## src/rtl/blk_xfer_seq_pkg.sv

```systemverilog
package blk_xfer_seq_pkg;
  typedef enum logic [1:0] {
    AM_INC_AFTER  = 2'd0,
    AM_INC_BEFORE = 2'd1,
    AM_DEC_AFTER  = 2'd2,
    AM_DEC_BEFORE = 2'd3
  } addr_mode_t;

  typedef enum logic {
    SQ_IDLE = 1'b0,
    SQ_XFER = 1'b1
  } seq_state_t;
endpackage

```

## src/rtl/blk_xfer_list_scan.sv

```systemverilog
module blk_xfer_list_scan #(
  parameter int NREG = 16,
  localparam int IDXW = $clog2(NREG),
  localparam int CNTW = $clog2(NREG + 1)
) (
  input  logic [NREG-1:0] list,
  output logic [CNTW-1:0] cnt,
  output logic [IDXW-1:0] low_idx
);
  always_comb begin
    cnt     = '0;
    low_idx = '0;
    for (int i = NREG - 1; i >= 0; i--) begin
      cnt = cnt + CNTW'(list[i]);
      if (list[i]) low_idx = IDXW'(i);
    end
  end
endmodule

```

## src/rtl/blk_xfer_addr_gen.sv

```systemverilog
module blk_xfer_addr_gen
  import blk_xfer_seq_pkg::*;
#(
  parameter int AW = 32,
  parameter int CNTW = 5,
  parameter int WORD_BYTES = 4
) (
  input  logic [AW-1:0]   base,
  input  logic [CNTW-1:0] cnt,
  input  addr_mode_t      mode,
  output logic [AW-1:0]   start_addr,
  output logic [AW-1:0]   final_base
);
  localparam logic [AW-1:0] STEP = AW'(WORD_BYTES);
  logic [AW-1:0] span;

  always_comb begin
    span = AW'(cnt) * STEP;
    unique case (mode)
      AM_INC_AFTER:  begin start_addr = base;               final_base = base + span; end
      AM_INC_BEFORE: begin start_addr = base + STEP;        final_base = base + span; end
      AM_DEC_AFTER:  begin start_addr = base - span + STEP; final_base = base - span; end
      default:       begin start_addr = base - span;        final_base = base - span; end
    endcase
  end
endmodule

```

## src/rtl/blk_xfer_seq.sv

```systemverilog
module blk_xfer_seq
  import blk_xfer_seq_pkg::*;
#(
  parameter int NREG = 16,
  parameter int AW = 32,
  parameter int DW = 32,
  parameter int WORD_BYTES = 4,
  localparam int IDXW = $clog2(NREG),
  localparam int CNTW = $clog2(NREG + 1)
) (
  input  logic            clk,
  input  logic            rst,
  input  logic            cmd_valid,
  output logic            cmd_ready,
  input  logic [NREG-1:0] cmd_list,
  input  logic [AW-1:0]   cmd_base,
  input  logic [IDXW-1:0] cmd_base_idx,
  input  logic            cmd_load,
  input  logic [1:0]      cmd_mode,
  input  logic            cmd_wb,
  output logic            mem_req,
  output logic            mem_we,
  output logic [AW-1:0]   mem_addr,
  output logic [IDXW-1:0] mem_idx,
  input  logic            mem_ready,
  input  logic [DW-1:0]   mem_rdata,
  output logic            ld_valid,
  output logic [IDXW-1:0] ld_idx,
  output logic [DW-1:0]   ld_data,
  output logic            done,
  output logic            wb_valid,
  output logic [AW-1:0]   wb_base,
  output logic            err
);
  localparam logic [AW-1:0] STEP = AW'(WORD_BYTES);

  seq_state_t      state_q;
  logic [NREG-1:0] list_q;
  logic [AW-1:0]   addr_q, fin_q;
  logic            load_q, wbreq_q;
  logic            ld_valid_q, done_q, wb_valid_q, err_q;
  logic [IDXW-1:0] ld_idx_q;
  logic [DW-1:0]   ld_data_q;
  logic [AW-1:0]   wb_base_q;

  logic [NREG-1:0] scan_in;
  logic [CNTW-1:0] scan_cnt;
  logic [IDXW-1:0] scan_low;
  logic [AW-1:0]   start_addr, final_base;
  logic            accept, illegal, handshake, last_xfer;

  assign scan_in = (state_q == SQ_IDLE) ? cmd_list : list_q;

  blk_xfer_list_scan #(.NREG(NREG)) u_scan (
    .list(scan_in), .cnt(scan_cnt), .low_idx(scan_low)
  );

  blk_xfer_addr_gen #(.AW(AW), .CNTW(CNTW), .WORD_BYTES(WORD_BYTES)) u_addr (
    .base(cmd_base), .cnt(scan_cnt), .mode(addr_mode_t'(cmd_mode)),
    .start_addr(start_addr), .final_base(final_base)
  );

  assign cmd_ready = (state_q == SQ_IDLE);
  assign accept    = cmd_valid && cmd_ready;
  assign illegal   = (scan_cnt == '0) || (cmd_wb && cmd_list[cmd_base_idx]);
  assign handshake = (state_q == SQ_XFER) && mem_ready;
  assign last_xfer = (scan_cnt == CNTW'(1));

  always_ff @(posedge clk) begin
    if (rst) begin
      state_q    <= SQ_IDLE;
      list_q     <= '0;
      addr_q     <= '0;
      fin_q      <= '0;
      load_q     <= 1'b0;
      wbreq_q    <= 1'b0;
      ld_valid_q <= 1'b0;
      ld_idx_q   <= '0;
      ld_data_q  <= '0;
      done_q     <= 1'b0;
      wb_valid_q <= 1'b0;
      wb_base_q  <= '0;
      err_q      <= 1'b0;
    end else begin
      ld_valid_q <= 1'b0;
      done_q     <= 1'b0;
      wb_valid_q <= 1'b0;
      err_q      <= 1'b0;
      if (accept) begin
        if (illegal) begin
          err_q <= 1'b1;
        end else begin
          state_q <= SQ_XFER;
          list_q  <= cmd_list;
          addr_q  <= start_addr;
          fin_q   <= final_base;
          load_q  <= cmd_load;
          wbreq_q <= cmd_wb;
        end
      end else if (handshake) begin
        list_q[scan_low] <= 1'b0;
        addr_q           <= addr_q + STEP;
        if (load_q) begin
          ld_valid_q <= 1'b1;
          ld_idx_q   <= scan_low;
          ld_data_q  <= mem_rdata;
        end
        if (last_xfer) begin
          state_q    <= SQ_IDLE;
          done_q     <= 1'b1;
          wb_valid_q <= wbreq_q;
          wb_base_q  <= fin_q;
        end
      end
    end
  end

  assign mem_req  = (state_q == SQ_XFER);
  assign mem_we   = !load_q;
  assign mem_addr = addr_q;
  assign mem_idx  = scan_low;
  assign ld_valid = ld_valid_q;
  assign ld_idx   = ld_idx_q;
  assign ld_data  = ld_data_q;
  assign done     = done_q;
  assign wb_valid = wb_valid_q;
  assign wb_base  = wb_base_q;
  assign err      = err_q;

  p_busy_blocks_cmd_r1: assert property (@(posedge clk) disable iff (rst)
    mem_req |-> !cmd_ready);
  p_hold_until_ready_r7: assert property (@(posedge clk) disable iff (rst)
    (mem_req && !mem_ready) |=> (mem_req && $stable(mem_addr) && $stable(mem_idx) && $stable(mem_we)));
  p_addr_step_r3: assert property (@(posedge clk) disable iff (rst)
    (mem_req && mem_ready && !last_xfer) |=> (mem_req && mem_addr == $past(mem_addr) + STEP));
  p_idx_ascend_r2: assert property (@(posedge clk) disable iff (rst)
    (mem_req && mem_ready && !last_xfer) |=> (mem_idx > $past(mem_idx)));
  p_last_gives_done_r9: assert property (@(posedge clk) disable iff (rst)
    (mem_req && mem_ready && last_xfer) |=> (done && cmd_ready));
  p_wb_with_done_r9: assert property (@(posedge clk) disable iff (rst)
    wb_valid |-> done);
  p_err_quiet_r6: assert property (@(posedge clk) disable iff (rst)
    err |-> (!mem_req && !done && !wb_valid && !ld_valid));
  p_store_no_load_r8: assert property (@(posedge clk) disable iff (rst)
    (mem_req && mem_we && mem_ready) |=> !ld_valid);
endmodule

```

## config.mk

```make
export PLATFORM = sky130hd
export DESIGN_NAME = blk_xfer_seq
export DESIGN_NICKNAME = d
export VERILOG_FILES = /design/src/rtl/blk_xfer_seq_pkg.sv /design/src/rtl/blk_xfer_list_scan.sv /design/src/rtl/blk_xfer_addr_gen.sv /design/src/rtl/blk_xfer_seq.sv
export SDC_FILE = /design/constraint.sdc
export NUM_CORES = 1
export LEC_CHECK = 0
export CAP_MARGIN = 30
export CORE_UTILIZATION = 59
export CTS_BUF_LIST = sky130_fd_sc_hd__clkbuf_4
export DETAILED_ROUTE_END_ITERATION = 6
export PLACE_DENSITY = 0.92
export SLEW_MARGIN = 0
export SYNTH_ARGS = -nofsm -noshare
export SYNTH_HDL_FRONTEND = slang
export SYNTH_SLANG_ARGS = --single-unit
export TNS_END_PERCENT = 50
```

## constraint.sdc

```tcl
create_clock -name clk -period 24 [get_ports clk]
set_input_delay 2.4 -clock clk [delete_from_list [all_inputs] [get_ports clk]]
set_output_delay 2.4 -clock clk [all_outputs]
set_load 0.01 [all_outputs]
```

* After elaboration in Yosys (flattened, before gate mapping)
Index checks and enable logic that the tools add are counted.
** Operators by class
- Reductions and logical operators :: 19
- Order comparisons :: 3
- Mux-type cells :: 36
- $add $sub $neg :: 20
- Bitwise gates (word level) :: 7
- Equality and inequality tests :: 4
** Operators with widths (number)
- $mux W32 :: 4
- $add A32 B3 Y32 const B :: 3
- $pmux W32 S3 :: 1
- $add A5 B1 Y5 :: 14
- $mux W16 :: 4
- $mux W4 :: 16
- $add A32 B7 Y32 :: 1
- $sub A32 B7 Y32 :: 1
- $and A16 B16 Y16 :: 1
- $not A16 Y16 :: 1
- $lt A4 B5 Y1 const B :: 2
- $mux W1 :: 9
- $reduce_and A3 Y1 :: 3
- $eq A5 B1 Y1 const B :: 1
- $logic_not A5 Y1 :: 1
- $not A1 Y1 :: 5
- $bmux W1 S4 :: 1
- $demux W1 S4 :: 1
- $ge A4 B1 Y1 const B :: 1
- $logic_and A1 B1 Y1 :: 4
- $reduce_and A2 Y1 :: 2
- $reduce_bool A2 Y1 :: 2
- $reduce_or A2 Y1 :: 2
- $reduce_or A4 Y1 :: 1
- 8 further kinds :: 8
** Word-level totals
- Bits in registers :: 155
- Output and inout port bits :: 111

* Longest topological paths before layout
Gate-level depths: netlist (run 1).
- Word-level depth :: 25
- Depth in mapped cells :: 30
- Gate-level depth less buffers :: 26

* Modules after synthesis
A second synthesis (run 1) with hierarchy kept.
** Unflattened totals
- Cell total of the unflattened synthesis :: 1441
- Area, all modules :: 10485.1 µm²
** Modules (own cells, without submodules)
- blk_xfer_seq :: seq. area each 3103.0 µm², instances 1, area an instance 6468.7 µm², cells an instance 812
- blk_xfer_addr_gen :: seq. area each 0.0 µm², instances 1, area an instance 3453.3 µm², cells an instance 559
- blk_xfer_list_scan :: seq. area each 0.0 µm², instances 1, area an instance 563.0 µm², cells an instance 70

* Least setup slack after synthesis (run 1)
OpenSTA, ideal clock, no wires.
- Kind :: input to register
- Start :: input port cmd_list[14]
- End :: register addr_q[25], in the netlist mem_addr[25]
- Slack :: 14.969 ns
- Arrival time :: 8.900 ns
- Stages on the path :: 24
- Required time :: 23.869 ns
- Cell sequence :: mux2i_1 ha_1 inv_1 fa_1 fa_1 fa_1 fa_1 fa_1 fa_1 nand2b_1 nand2_1 inv_1 ha_1 clkbuf_1 nand2b_1 o311a_1 or4_4 a2111oi_4 o22ai_1 or4_1 buf_2 or3_1 a31oi_1 o22ai_1
** Between the ends
- Longest elaborated chain between the ends :: 21
- Elaborated cells on any way between the ends :: 28
** Ends and longest elaborated chain
- start: declaration :: RTL line blk_xfer_seq.sv:15 : input logic [NREG-1:0] cmd_list,
- $mux W16 :: RTL line blk_xfer_seq.sv:52 : assign scan_in = (state_q == SQ_IDLE) ? cmd_list : list_q;
- $add A1 B1 Y2 :: RTL line blk_xfer_list_scan.sv:14 : cnt = cnt + CNTW'(list[i]);
- $add A5 B1 Y5 (14 in series) :: RTL line blk_xfer_list_scan.sv:14
- $sub A32 B7 Y32 :: RTL line blk_xfer_addr_gen.sv:22, blk_xfer_addr_gen.sv:23
- $add A32 B3 Y32 :: RTL line blk_xfer_addr_gen.sv:22 : AM_DEC_AFTER: begin start_addr = base - span + STEP; final_base = base - span; end
- $pmux W32 S3 :: RTL line blk_xfer_addr_gen.sv:19 : unique case (mode)
- $mux W32 :: RTL line blk_xfer_seq.sv:90 : if (illegal) begin
- $mux W32 :: RTL line blk_xfer_seq.sv:89 : if (accept) begin
- end signal: assignment :: RTL line blk_xfer_seq.sv:95 : addr_q <= start_addr;
- end signal: assignment :: RTL line blk_xfer_seq.sv:102 : addr_q <= addr_q + STEP;
- end: declaration :: RTL line blk_xfer_seq.sv:39 : logic [AW-1:0] addr_q, fin_q;
Parallel ways exist; a longest one is shown, timed or not. The select of a mux whose other input is x is not followed.
A chain may end at the register's enable or synchronous reset.

* Worst setup path in the final report (run 1)
Same ends and word-level chain as after synthesis.

==> results of run 1 <==
cells in the mapped netlist (6+ instances only):
master,n,area share (%)
fa_1,12,2.2
and4_1,7,0.56
nor2b_1,11,0.62
a211oi_1,12,0.82
nand4_1,27,1.5
a22oi_1,11,0.75
buf_1,7,0.24
ha_1,24,2.7
a31oi_1,22,1.2
nor4_1,19,1.1
xnor2_1,45,3.6
mux2i_1,50,4.5
o211ai_1,13,0.88
and2_1,15,0.85
xor2_1,27,2.1
nand2_1,234,8.0
clkbuf_1,92,3.1
buf_2,6,0.27
nor2_1,128,4.4
nand3_1,41,1.9
o22ai_1,8,0.45
a21oi_1,153,6.9
a21o_1,6,0.41
nand2b_1,13,0.74
nor3b_1,15,1.0
o31ai_1,14,0.95
dfxtp_1,155,28
or4_1,11,0.75
or3_1,13,0.74
o21ai_0,89,4.0
a221oi_1,7,0.56
and3_1,22,1.2
nor3_1,38,1.7
inv_1,40,1.4
state kept, by name, summed over array words and instances, names as in the netlist:
register,flops
load_q,1
done,1
wb_base,32
wb_valid,1
list_q,16
mem_addr,32
fin_q,32
ld_data,32
wbreq_q,1
mem_req,1
ld_idx,4
err,1
ld_valid,1
area by class of cell:
| type | count | share of cell area, % |
|---|---|---|
| timing repair buffer | 222 | 16.50 |
| clock buffer | 17 | 0.9475 |
| inverter | 41 | 1.143 |
| antenna | 1 | 0.01858 |
| clock inverter | 15 | 1.393 |
| tap | 229 | 2.127 |
| multi-input combinational | 1193 | 54.83 |
| sequential | 155 | 23.04 |
logic make-up after synthesis:
kind of cell,after synthesis,share of synthesized area (%)
muxes,60,6.062
adders and majority gates,36,4.895
buffers and inverters,147,5.133
DFF,155,28.10
xor gates and xnor gates,72,5.711
and+or+nand+nor,627,27.90
AOI/OAI and AO/OA,398,22.20
through the flow:
step	cell area [µm²]	util, %	worst slack, ns	cells	hold WS, ns
2_1_floorplan	11040	-	14.97	1495	0.4284
3_3_place_gp	13080	72.06	13.99	1837	0.4374
3_5_place_dp	13150	72.47	13.85	1840	0.4448
4_1_cts	13470	74.21	14.47	1872	0.4648
5_1_grt	13470	74.22	14.05	1873	0.4813
6_report	13470	74.22	14.32	1873	0.4634
where the power goes:
group	switching [mW]	internal, mW	total [mW]	leakage [nW]
Clock	0.123	0.0504	0.173	0.163
Combinational	0.974	0.564	1.54	3.48
Sequential	0.0436	0.313	0.357	1.26
final timing paths:
kind | end | slack (ns) | cells past startpoint
worst max-delay path | mem_addr[25] | 14.32 | 23
worst min-delay path | fin_q[30] | 0.46 | 2
worst max register to register | mem_addr[25] | 15.76 | 23
worst min register to register | fin_q[30] | 0.46 | 2
critical path, cell delays in order:
cell	delay [ns]
clkdlybuf4s50_1	0.44
mux2i_1	0.28
ha_1	0.30
inv_1	0.07
fa_1	0.45
fa_1	0.49
fa_1	0.53
fa_1	0.42
fa_1	0.42
fa_1	0.43
nand2b_1	0.19
nand2_1	0.11
inv_1	0.05
ha_1	0.42
nand2b_1	0.13
o311a_1	0.37
or4_1	0.61
a2111oi_0	0.46
o22ai_1	0.24
or4_1	0.74
or3_1	0.36
a31oi_1	0.16
o22ai_1	0.08
per-layer routing:
| metal | wire length [µm] | track usage, % |
|---|---|---|
| met5 | 0 | 0 |
| met1 | 14800 | 50.66 |
| met3 | 4669 | 9.772 |
| met4 | 1581 | 17.43 |
| met2 | 16980 | 62.09 |
==> metrics.md, run 1 <==
| Metric | Value |
|---|---|
| Status | `complete, but fails checks` |
| Failing checks | `DRC` |
| IO buf count | `202` |
| CORE AREA | `18,150 µm²` |
| Fin nets | `1,758` |
| Largest net degree at the start of global routing | `95` |
| Crit path kind | `input pin to register` |
| Launch point of the worst reg-to-reg path | `mem_req` |
| Gate count after technology mapping | `1,495` |
| Clock latency on the worst-skew pair | `0.62 ns` |
| Setup Skew | `0.03635 ns` |
| Vias per cell | `6.570` |
| IO Count | `203` |
| Worst IR Drop VDD | `0.1956 mV` |
| Routed WL | `38,030 µm` |
| Syn nets | `1,623` |
| Cts hold-fix bufs | `0` |
| Max-slew violations | `0` |
| CTS Sinks | `155` |
| CTS root buffer | `clkbuf_4` |
| Worst slew margin | `23.55%` |
| Pwr dens | `153.5 nW/µm²` |
| Critical path launch point type | `input pin` |
| Worst-margin pin slew | `1.136 ns` |
| Reg area | `3103 µm²` |
| Leakage power | `4.899 nW` |
| Initial DRC count | `1,417` |
| Crit-path max FO | `17` |
| Min-Delay Path Class | `register to register` |
| Fraction of layout cells with a size suffix above 1 | `5.417%` |
| Initial antenna violation count | `1` |
| Hold Crit Start | `fin_q[30]` |
| Area of the multi-input gates | `7386 µm²` |
| Fmax | `0.1033 GHz` |
| Number of flops mapped to enable cells by yosys | `0` |
| Area growth syn-to-layout | `21.98%` |
| Fillers | `1,372` |
| Register bit total from synthesis | `155` |
| CP arrival | `10.15 ns` |
| Worst Path Required | `24.47 ns` |
| Yosys cell types | `87` |
| Drt drc | `30` |
| Most common cell after layout, fill and taps aside | `nand2_1` |
| Rows | `49` |
| Post-route minimum period | `9.682 ns` |
| Die W | `138.8 µm` |
| Routed length per placed instance | `20.31 µm` |
| Clock Path Buffers | `2` |
| Starting density of the core | `60.85%` |
| Vias in the first global route | `11,407` |
| First-pass GRT wire length | `60,510 µm` |
| Fin. Hold Viols | `0` |
| Sequential-to-total area share from yosys stat | `28.10%` |
| TNS Setup | `0 ns` |
| Grt ovf | `0` |
| RSZ-0062 raised after global routing | `no` |
| Most used DFF post-synth | `dfxtp_1` |
| Post-Synthesis Cell Area | `11,040 µm²` |
| DRT Pass-1 Iters | `7` |
| Final ANT Viol Nets | `0` |
| Period utilization | `40.34%` |
| FFs w/ async S/R, synth | `0%` |
| MaxCap Viol Count | `0` |
| Clk pin slew, worst setup/hold paths | `0.16 ns` |
| GRT Util Overall | `39.27%` |
| Design Power | `2.068 mW` |
| H-Tree Depth | `4` |
| Die area | `19,270 µm²` |
| Post_cts resized | `0` |
| CP Capture Type | `register` |
| Chip Height | `138.8 µm` |
| Commonest non-fill, non-tap cells in the layout | `nand2_1 (234), clkdlybuf4s50_1 (201), dfxtp_1 (155), a21oi_1 (153), nor2_1 (126)` |
| Via count | `12,305` |
| Avg Inst Size Synth | `7.386 µm²` |
| Placed wire-length estimate | `27,510 µm` |
| Postcts setup bufs | `0` |
| Routability congestion estimate from global placement | `1.014` |
| CP startpoint | `cmd_list[14]` |
| Yosys warnings | `0` |
| # setup viols final | `0` |
| CTS tree | `done` |
| Num CTS Buffers | `17` |
No activity file was read; power rests on OpenSTA's default activity.
==> run 2: changes to the inputs <==
--- a/config.mk
+++ b/config.mk
@@ -6,10 +6,10 @@
 export NUM_CORES = 1
 export LEC_CHECK = 0
 export CAP_MARGIN = 30
-export CORE_UTILIZATION = 59
+export CORE_UTILIZATION = 50
 export CTS_BUF_LIST = sky130_fd_sc_hd__clkbuf_4
 export DETAILED_ROUTE_END_ITERATION = 6
-export PLACE_DENSITY = 0.92
+export PLACE_DENSITY = 0.83
 export SLEW_MARGIN = 0
 export SYNTH_ARGS = -nofsm -noshare
 export SYNTH_HDL_FRONTEND = slang
==> constraint.sdc (replaced) <==
create_clock -name clk -period 8.5 [get_ports clk]
set_input_delay 0.85 -clock clk [delete_from_list [all_inputs] [get_ports clk]]
set_output_delay 0.85 -clock clk [all_outputs]
set_load 0.01 [all_outputs]
==> metrics.md, run 2 (synthesis results as in run 1) <==
| Metric | Value |
|---|---|
| Leakage power | `4.980 nW (+1.6%)` |
| Clk pin slew, worst setup/hold paths | `0.16 ns (about the same)` |
| # setup viols final | `0 (unchanged)` |
| Postcts setup bufs | `0 (unchanged)` |
| CTS Sinks | `155 (unchanged)` |
| Min-Delay Path Class | `register to register` |
| Rows | `54 (+10%)` |
| First-pass GRT wire length | `59,670 µm (-1.4%)` |
| Non-Filler Instances | `1,945 (+3.8%)` |
| Slowest-stage cell, CP | `dfxtp_1` |
| H-Tree Depth | `4 (unchanged)` |
| Area growth syn-to-layout | `23.50%` |
| Die W | `150.6 µm (+8.5%)` |
| Finished Cell Area | `13,640 µm² (+1.2%)` |
| Die area | `22,680 µm² (+18%)` |
| Final ANT Viol Nets | `0 (unchanged)` |
| CP arrival | `8.49 ns (-1.66 ns)` |
| Status | `completed` |
| Routed length per placed instance | `20.07 µm (-1.1%)` |
| Commonest non-fill, non-tap cells in the layout | `nand2_1 (234), clkdlybuf4s50_1 (201), dfxtp_1 (155), a21oi_1 (153), nor2_1 (126)` |
| Crit-path max FO | `11 (-6)` |
| Grt ovf | `0 (unchanged)` |
| Vias per cell | `6.308 (-4.0%)` |
| Clock latency on the worst-skew pair | `0.61 ns (about the same)` |
| Starting density of the core | `50.75% (-10 points)` |
| Post_cts resized | `0 (unchanged)` |
| Largest net degree at the start of global routing | `76 (-20%)` |
| Cts hold-fix bufs | `0 (unchanged)` |
| R2R depth | `23 (unchanged)` |
| Stages on worst setup path | `23 (unchanged)` |
| Family with the most delay on the worst path | `adder cells` |
| Setup slack after layout | `0.4889 ns (-13.83 ns)` |
| CTS tree | `done` |
| TNS Setup | `0 ns (unchanged)` |
| IO buf count | `202 (unchanged)` |
| Util after Layout | `62.68% (-12 points)` |
| Drt drc | `0 (-100%)` |
| Switching power | `3.232 mW (+180%)` |
| Post-route minimum period | `8.011 ns` |
| MaxCap Viol Count | `0 (unchanged)` |
| Placed wire-length estimate | `28,400 µm (+3.2%)` |
| Chip Height | `150.6 µm (+8.5%)` |
| DP Cell Count | `1,912 (+3.9%)` |
| Worst-margin pin slew | `0.8381 ns (-0.2983 ns)` |
| Area after DPL | `13,310 µm² (+1.2%)` |
| Vias in the first global route | `10,945 (-4.1%)` |
| Period utilization | `94.25%` |
| Worst slew margin | `43.61% (+20 points)` |
| IO Count | `203 (unchanged)` |
| Hold Path Depth | `2 (unchanged)` |
| Crit path kind | `register to register` |
| Worst IR Drop VDD | `0.6133 mV (+210%)` |
| Int Pwr | `2.671 mW (+190%)` |
| Max-slew violations | `0 (unchanged)` |
| CORE AREA | `21,760 µm² (+20%)` |
| Routed WL | `39,040 µm (+2.7%)` |
| Worst Path Required | `8.98 ns (-15.49 ns)` |
| Hold WS | `0.4631 ns (-0.0002290 ns)` |
| Via count | `12,269 (-0.29%)` |
| CTS root buffer | `clkbuf_4` |
| Power share of the combinational group | `74.4% (about the same)` |
| Pwr dens | `432.9 nW/µm² (+180%)` |
| DRT Pass-1 Iters | `5 (-2)` |
| Pre-CTS setup slack | `0.01562 ns (-13.83 ns)` |
| Critical path cell sequence | `mux2i_1 > ha_1 > inv_1 > fa_1 > fa_1 > fa_1 > fa_1 > fa_1 > fa_1 > nand2b_1 > nand2_1 > inv_1 > ha_1 > nand2b_1 > o311a_1 > or4_1 > a2111oi_0 > o22ai_1 > or4_1 > buf_4 > or3_1 > nand3_1 > a31oi_1` |
| Sw Ratio | `54.75% (-0.37 points)` |
| Fin nets | `1,779 (+1.2%)` |
| Setup Skew | `0.03408 ns (-0.002265 ns)` |
| Fin. Hold Viols | `0 (unchanged)` |
| Routability congestion estimate from global placement | `0.9935 (-2.0%)` |
| Critical path launch point type | `register` |
| Flop pwr share | `17.2% (about the same)` |
| Design Power | `5.904 mW (+190%)` |
| Most common cell after layout, fill and taps aside | `nand2_1` |
| GRT Util Overall | `33.98% (-5.3 points)` |
| Fillers | `2,006 (+46%)` |
| Clock Path Buffers | `2 (unchanged)` |
| Buffers and inverters on the worst path | `3 (unchanged)` |
| Num CTS Buffers | `17 (unchanged)` |
| Crit-path max cell delay | `0.68 ns (-0.06 ns)` |
| Power share of the clock group | `8.4% (about the same)` |
| Initial DRC count | `1,280 (-9.7%)` |
| Fmax | `0.1248 GHz` |
| Initial antenna violation count | `2 (+1)` |
| Crit-path most repeated cell | `fa_1` |
| CP Capture Type | `register` |
| RSZ-0062 raised after global routing | `no` |
| Fraction of layout cells with a size suffix above 1 | `6.550% (+1.1 points)` |
## run 2: changes by cell type in the layout (fill, tap and decap cells not counted), sizes merged
cell / before / now
clkinv: 8 / 11
inv: 47 / 45
clkinvlp: 1 / 0
buf: 21 / 42
## run 2: path summary, 6_finish.rpt
kind                              start           end  slack (ns)
worst max-delay path            mem_req  mem_addr[29]        0.49
worst min-delay path            wbreq_q       wbreq_q        0.46
worst max register to register  mem_req  mem_addr[29]        0.49
worst min register to register  wbreq_q       wbreq_q        0.46
## run 2: per-layer routing
metal  up-vias  wire length, µm  track usage [%]
met5         -               12                0
met4         2             1501            15.20
met3       103             3702            5.667
met2       695            17340            52.14
met1      5776            16490            46.57
li1       5693                -                -
## run 2: cell type report
class / count / area, µm² / area share, %
diodes: 1 / 2.502 / 0.01835
clock buffers: 17 / 127.6 / 0.9359
clock inverters: 15 / 193.9 / 1.422
inverters: 41 / 153.9 / 1.129
multi-input cells: 1193 / 7381 / 54.12
flip-flops and latches: 155 / 3103 / 22.75
well taps: 280 / 350.3 / 2.569
repair buffers: 243 / 2325 / 17.05
## run 2: worst min-delay path: cells and delay by family, from the launching register on
family / cells / cell delay, ns
AND/OR/NAND/NOR: 1 / 0.05
AO/OA/AOI/OAI: 1 / 0.05
flip-flops: 1 / 0.34
## run 2: power groups by stage
stage / registers, mW / logic (mW) / clock network (mW)
floorplan: 1.02 / 2.92 / 0
global placement: 1.02 / 4.12 / 0
detailed placement: 1.03 / 4.22 / 0
CTS: 1.01 / 4.27 / 0.501
global route: 1.03 / 4.72 / 0.535
finish: 1.01 / 4.39 / 0.497
==> run 3: changes to the inputs <==
--- a/config.mk
+++ b/config.mk
@@ -6,6 +6,7 @@
 export NUM_CORES = 1
 export LEC_CHECK = 0
 export CAP_MARGIN = 30
+export CORE_ASPECT_RATIO = 0.75
 export CORE_UTILIZATION = 50
 export CTS_BUF_LIST = sky130_fd_sc_hd__clkbuf_4
 export DETAILED_ROUTE_END_ITERATION = 6
==> constraint.sdc (replaced) <==
create_clock -name clk -period 6.4 [get_ports clk]
set_input_delay 0.64 -clock clk [delete_from_list [all_inputs] [get_ports clk]]
set_output_delay 0.64 -clock clk [all_outputs]
set_load 0.01 [all_outputs]
==> metrics.md, run 3 (synthesis results as in run 1) <==
| Metric | Value |
|---|---|
| Fraction of layout cells with a size suffix above 1 | `19.10% (+13 points)` |
| First-pass GRT wire length | `65,300 µm (+9.4%)` |
| Diodes inserted | `0 (-1)` |
| Final ANT Viol Nets | `0 (unchanged)` |
| CTS Sinks | `155 (unchanged)` |
| Cts hold-fix bufs | `0 (unchanged)` |
| Slowest-stage cell, CP | `fa_1` |
| Stages on worst setup path | `23 (unchanged)` |
| Via count | `13,026 (+6.2%)` |
| Fmax | `0.1395 GHz (+12%)` |
| Min-Delay Path Class | `register to register` |
| Critical path cell sequence | `buf_12 > mux2i_4 > ha_1 > inv_2 > fa_1 > fa_1 > fa_1 > fa_1 > fa_2 > fa_2 > nor2b_1 > o21a_2 > inv_2 > ha_4 > or4_4 > or3_4 > a222oi_1 > nand4bb_1 > or4_4 > buf_8 > or3_1 > nand3_1 > a31oi_1` |
| Grt ovf | `0 (unchanged)` |
| Sw Ratio | `49.25% (-5.5 points)` |
| RSZ-0062 raised after global routing | `yes` |
| Post-route minimum period | `7.168 ns (-0.8431 ns)` |
| Crit path capture | `mem_addr[29]` |
| MaxCap Viol Count | `0 (unchanged)` |
| Area growth syn-to-layout | `40.10%` |
| Crit path kind | `register to register` |
| Family with the most delay on the worst path | `adder cells` |
| Vias per cell | `6.173 (-2.1%)` |
| Clk pin slew, worst setup/hold paths | `0.16 ns (about the same)` |
| CP Capture Type | `register` |
| Commonest non-fill, non-tap cells in the layout | `nand2_1 (231), clkdlybuf4s50_1 (201), buf_4 (186), dfxtp_1 (154), a21oi_1 (150)` |
| Period utilization | `112.0% (+18 points)` |
| Crit-path most repeated cell | `fa_1` |
| Leakage power | `5.941 nW (+19%)` |
| R2R depth | `23 (unchanged)` |
| Critical path launch point type | `register` |
| CTS tree | `done` |
| CP arrival | `7.66 ns (-0.83 ns)` |
| Reg2reg setup slack | `-0.77 ns (-1.26 ns)` |
| Starting density of the core | `51.57% (+0.82 points)` |
| Setup slack after layout | `-0.7680 ns (-1.257 ns)` |
| Worst slew margin | `41.36% (-2.3 points)` |
| Rows | `46 (-15%)` |
| CTS root buffer | `clkbuf_4` |
| Vias in the first global route | `12,007 (+9.7%)` |
| Buffers and inverters on the worst path | `4 (+1)` |
| DRT Pass-1 Iters | `7 (+2)` |
| DP Cell Count | `2,066 (+8.1%)` |
| Failing checks | `DRC, setup timing` |
| CP startpoint | `mem_req` |
| Die W | `173.6 µm (+15%)` |
| Hold Crit Start | `fin_q[28]` |
| Flop pwr share | `11.8% (-5.4 points)` |
| IO buf count | `202 (unchanged)` |
| Largest net degree at the start of global routing | `74 (-2.6%)` |
| Initial antenna violation count | `0 (-2)` |
| Status | `complete, but fails checks` |
| FF-to-FF End | `mem_addr[29]` |
| Clock Path Buffers | `2 (unchanged)` |
| Chip Height | `130.7 µm (-13%)` |
| Max-slew violations | `0 (unchanged)` |
| Drt drc | `8 (+8)` |
| Clock latency on the worst-skew pair | `0.61 ns (about the same)` |
| Placed wire-length estimate | `31,480 µm (+11%)` |
| Routed length per placed instance | `20.26 µm (+0.94%)` |
| Num CTS Buffers | `17 (unchanged)` |
| Hold WS | `0.4633 ns (+0.0001800 ns)` |
| H-Tree Depth | `4 (unchanged)` |
| Fin nets | `1,937 (+8.9%)` |
| Most common cell after layout, fill and taps aside | `nand2_1` |
| Routability congestion estimate from global placement | `1.033 (+4.0%)` |
| Power share of the clock group | `5.6% (-2.8 points)` |
| Crit-path max FO | `6 (-5)` |
| # setup viols final | `27 (+27)` |
| IO Count | `203 (unchanged)` |
| Power share of the combinational group | `82.6% (+8.2 points)` |
| CORE AREA | `21,410 µm² (-1.6%)` |
| Design Power | `11.46 mW (+94%)` |
| Crit-path max cell delay | `0.54 ns (-0.14 ns)` |
| Worst-margin pin slew | `0.8715 ns (+0.03346 ns)` |
| TNS Setup | `-13.50 ns (-13.50 ns)` |
| Pwr dens | `740.7 nW/µm² (+71%)` |
| Non-Filler Instances | `2,110 (+8.5%)` |
| Worst Path Required | `6.90 ns (-2.08 ns)` |
| Die area | `22,690 µm² (about the same)` |
| Initial DRC count | `1,219 (-4.8%)` |
| Launch point of the worst reg-to-reg path | `mem_req` |
| Worst IR Drop VDD | `1.794 mV (+190%)` |
| Fin. Hold Viols | `0 (unchanged)` |
| Int Pwr | `5.815 mW (+120%)` |
| Setup Skew | `0.02668 ns (-0.007403 ns)` |
| GRT Util Overall | `36.62% (+2.6 points)` |
| Switching power | `5.643 mW (+75%)` |
| Util after Layout | `72.25% (+9.6 points)` |
| Routed WL | `42,760 µm (+9.5%)` |
==> run 3: changes by cell type in the layout (fill, tap and decap cells not counted), sizes merged <==
cell	delta
diode	-1
buf	+158
inv	+1
clkinv	-1
==> run 3: metal layers <==
metal  vias up  global-route usage (%)  wire, µm
met3       105                   7.986      4652
met2       777                   55.80     18270
met4         0                   13.98      1228
met1      6141                   50.77     18610
met5         -                       0         0
li1       6003                       -         -
==> run 3: stage by stage <==
stage,worst slack [ns],instance area [µm²]
floorplan,-0.5849,11240
global placement,-1.240,14590
detailed placement,-1.449,14610
CTS,-0.6622,15170
global route,-0.9824,15470
finish,-0.7680,15470
==> run 3: worst register-to-register path, delay by kind of cell (launching register included) <==
family                     cells  cell delay (ns)
DFF                            1             0.38
muxes                          1             0.19
adders and majority gates      8             3.12
AOI/OAI and AO/OA              3             0.75
and+or+nand+nor                7             2.22
buffers and inverters          4             0.41
==> run 3: worst min-delay path by stage <==
stage / cells after the start / slack (ns) / to
final: 2 / 0.46 / fin_q[28]
after global routing: 2 / 0.49 / fin_q[28]
after CTS: 2 / 0.47 / fin_q[29]
after detailed placement: 2 / 0.45 / fin_q[31]
after global placement: 2 / 0.44 / list_q[0]
after floorplan: 2 / 0.43 / list_q[0]
==> run 3: power groups by stage <==
stage               Clock, mW  Combinational [mW]  Sequential, mW
floorplan                   0                4.41            1.36
global placement            0                8.05            1.36
detailed placement          0                8.31            1.37
CTS                     0.652                8.72            1.34
global route            0.687                10.0            1.37
finish                  0.646                9.46            1.35
==> run 3: final cells by class <==
cell class | instances | area (µm²)
multi-input cells | 1193 | 7935
fillers | 1728 | 5941
repair buffers | 401 | 3606
flip-flops and latches | 155 | 3107
well taps | 288 | 360.3
clock inverters | 15 | 177.7
inverters | 41 | 156.4
clock buffers | 17 | 127.6
==> run 3: timing repair <==
| action | 4_1_cts | 5_1_grt |
|---|---|---|
| pin swaps | 15 | 17 |
| endpoints found under the hold margin | 0 | 0 |
| setup endpoints to repair | 28 | 43 |
| resized for setup | 44 | 53 |
| buffers inserted | 7 | 7 |
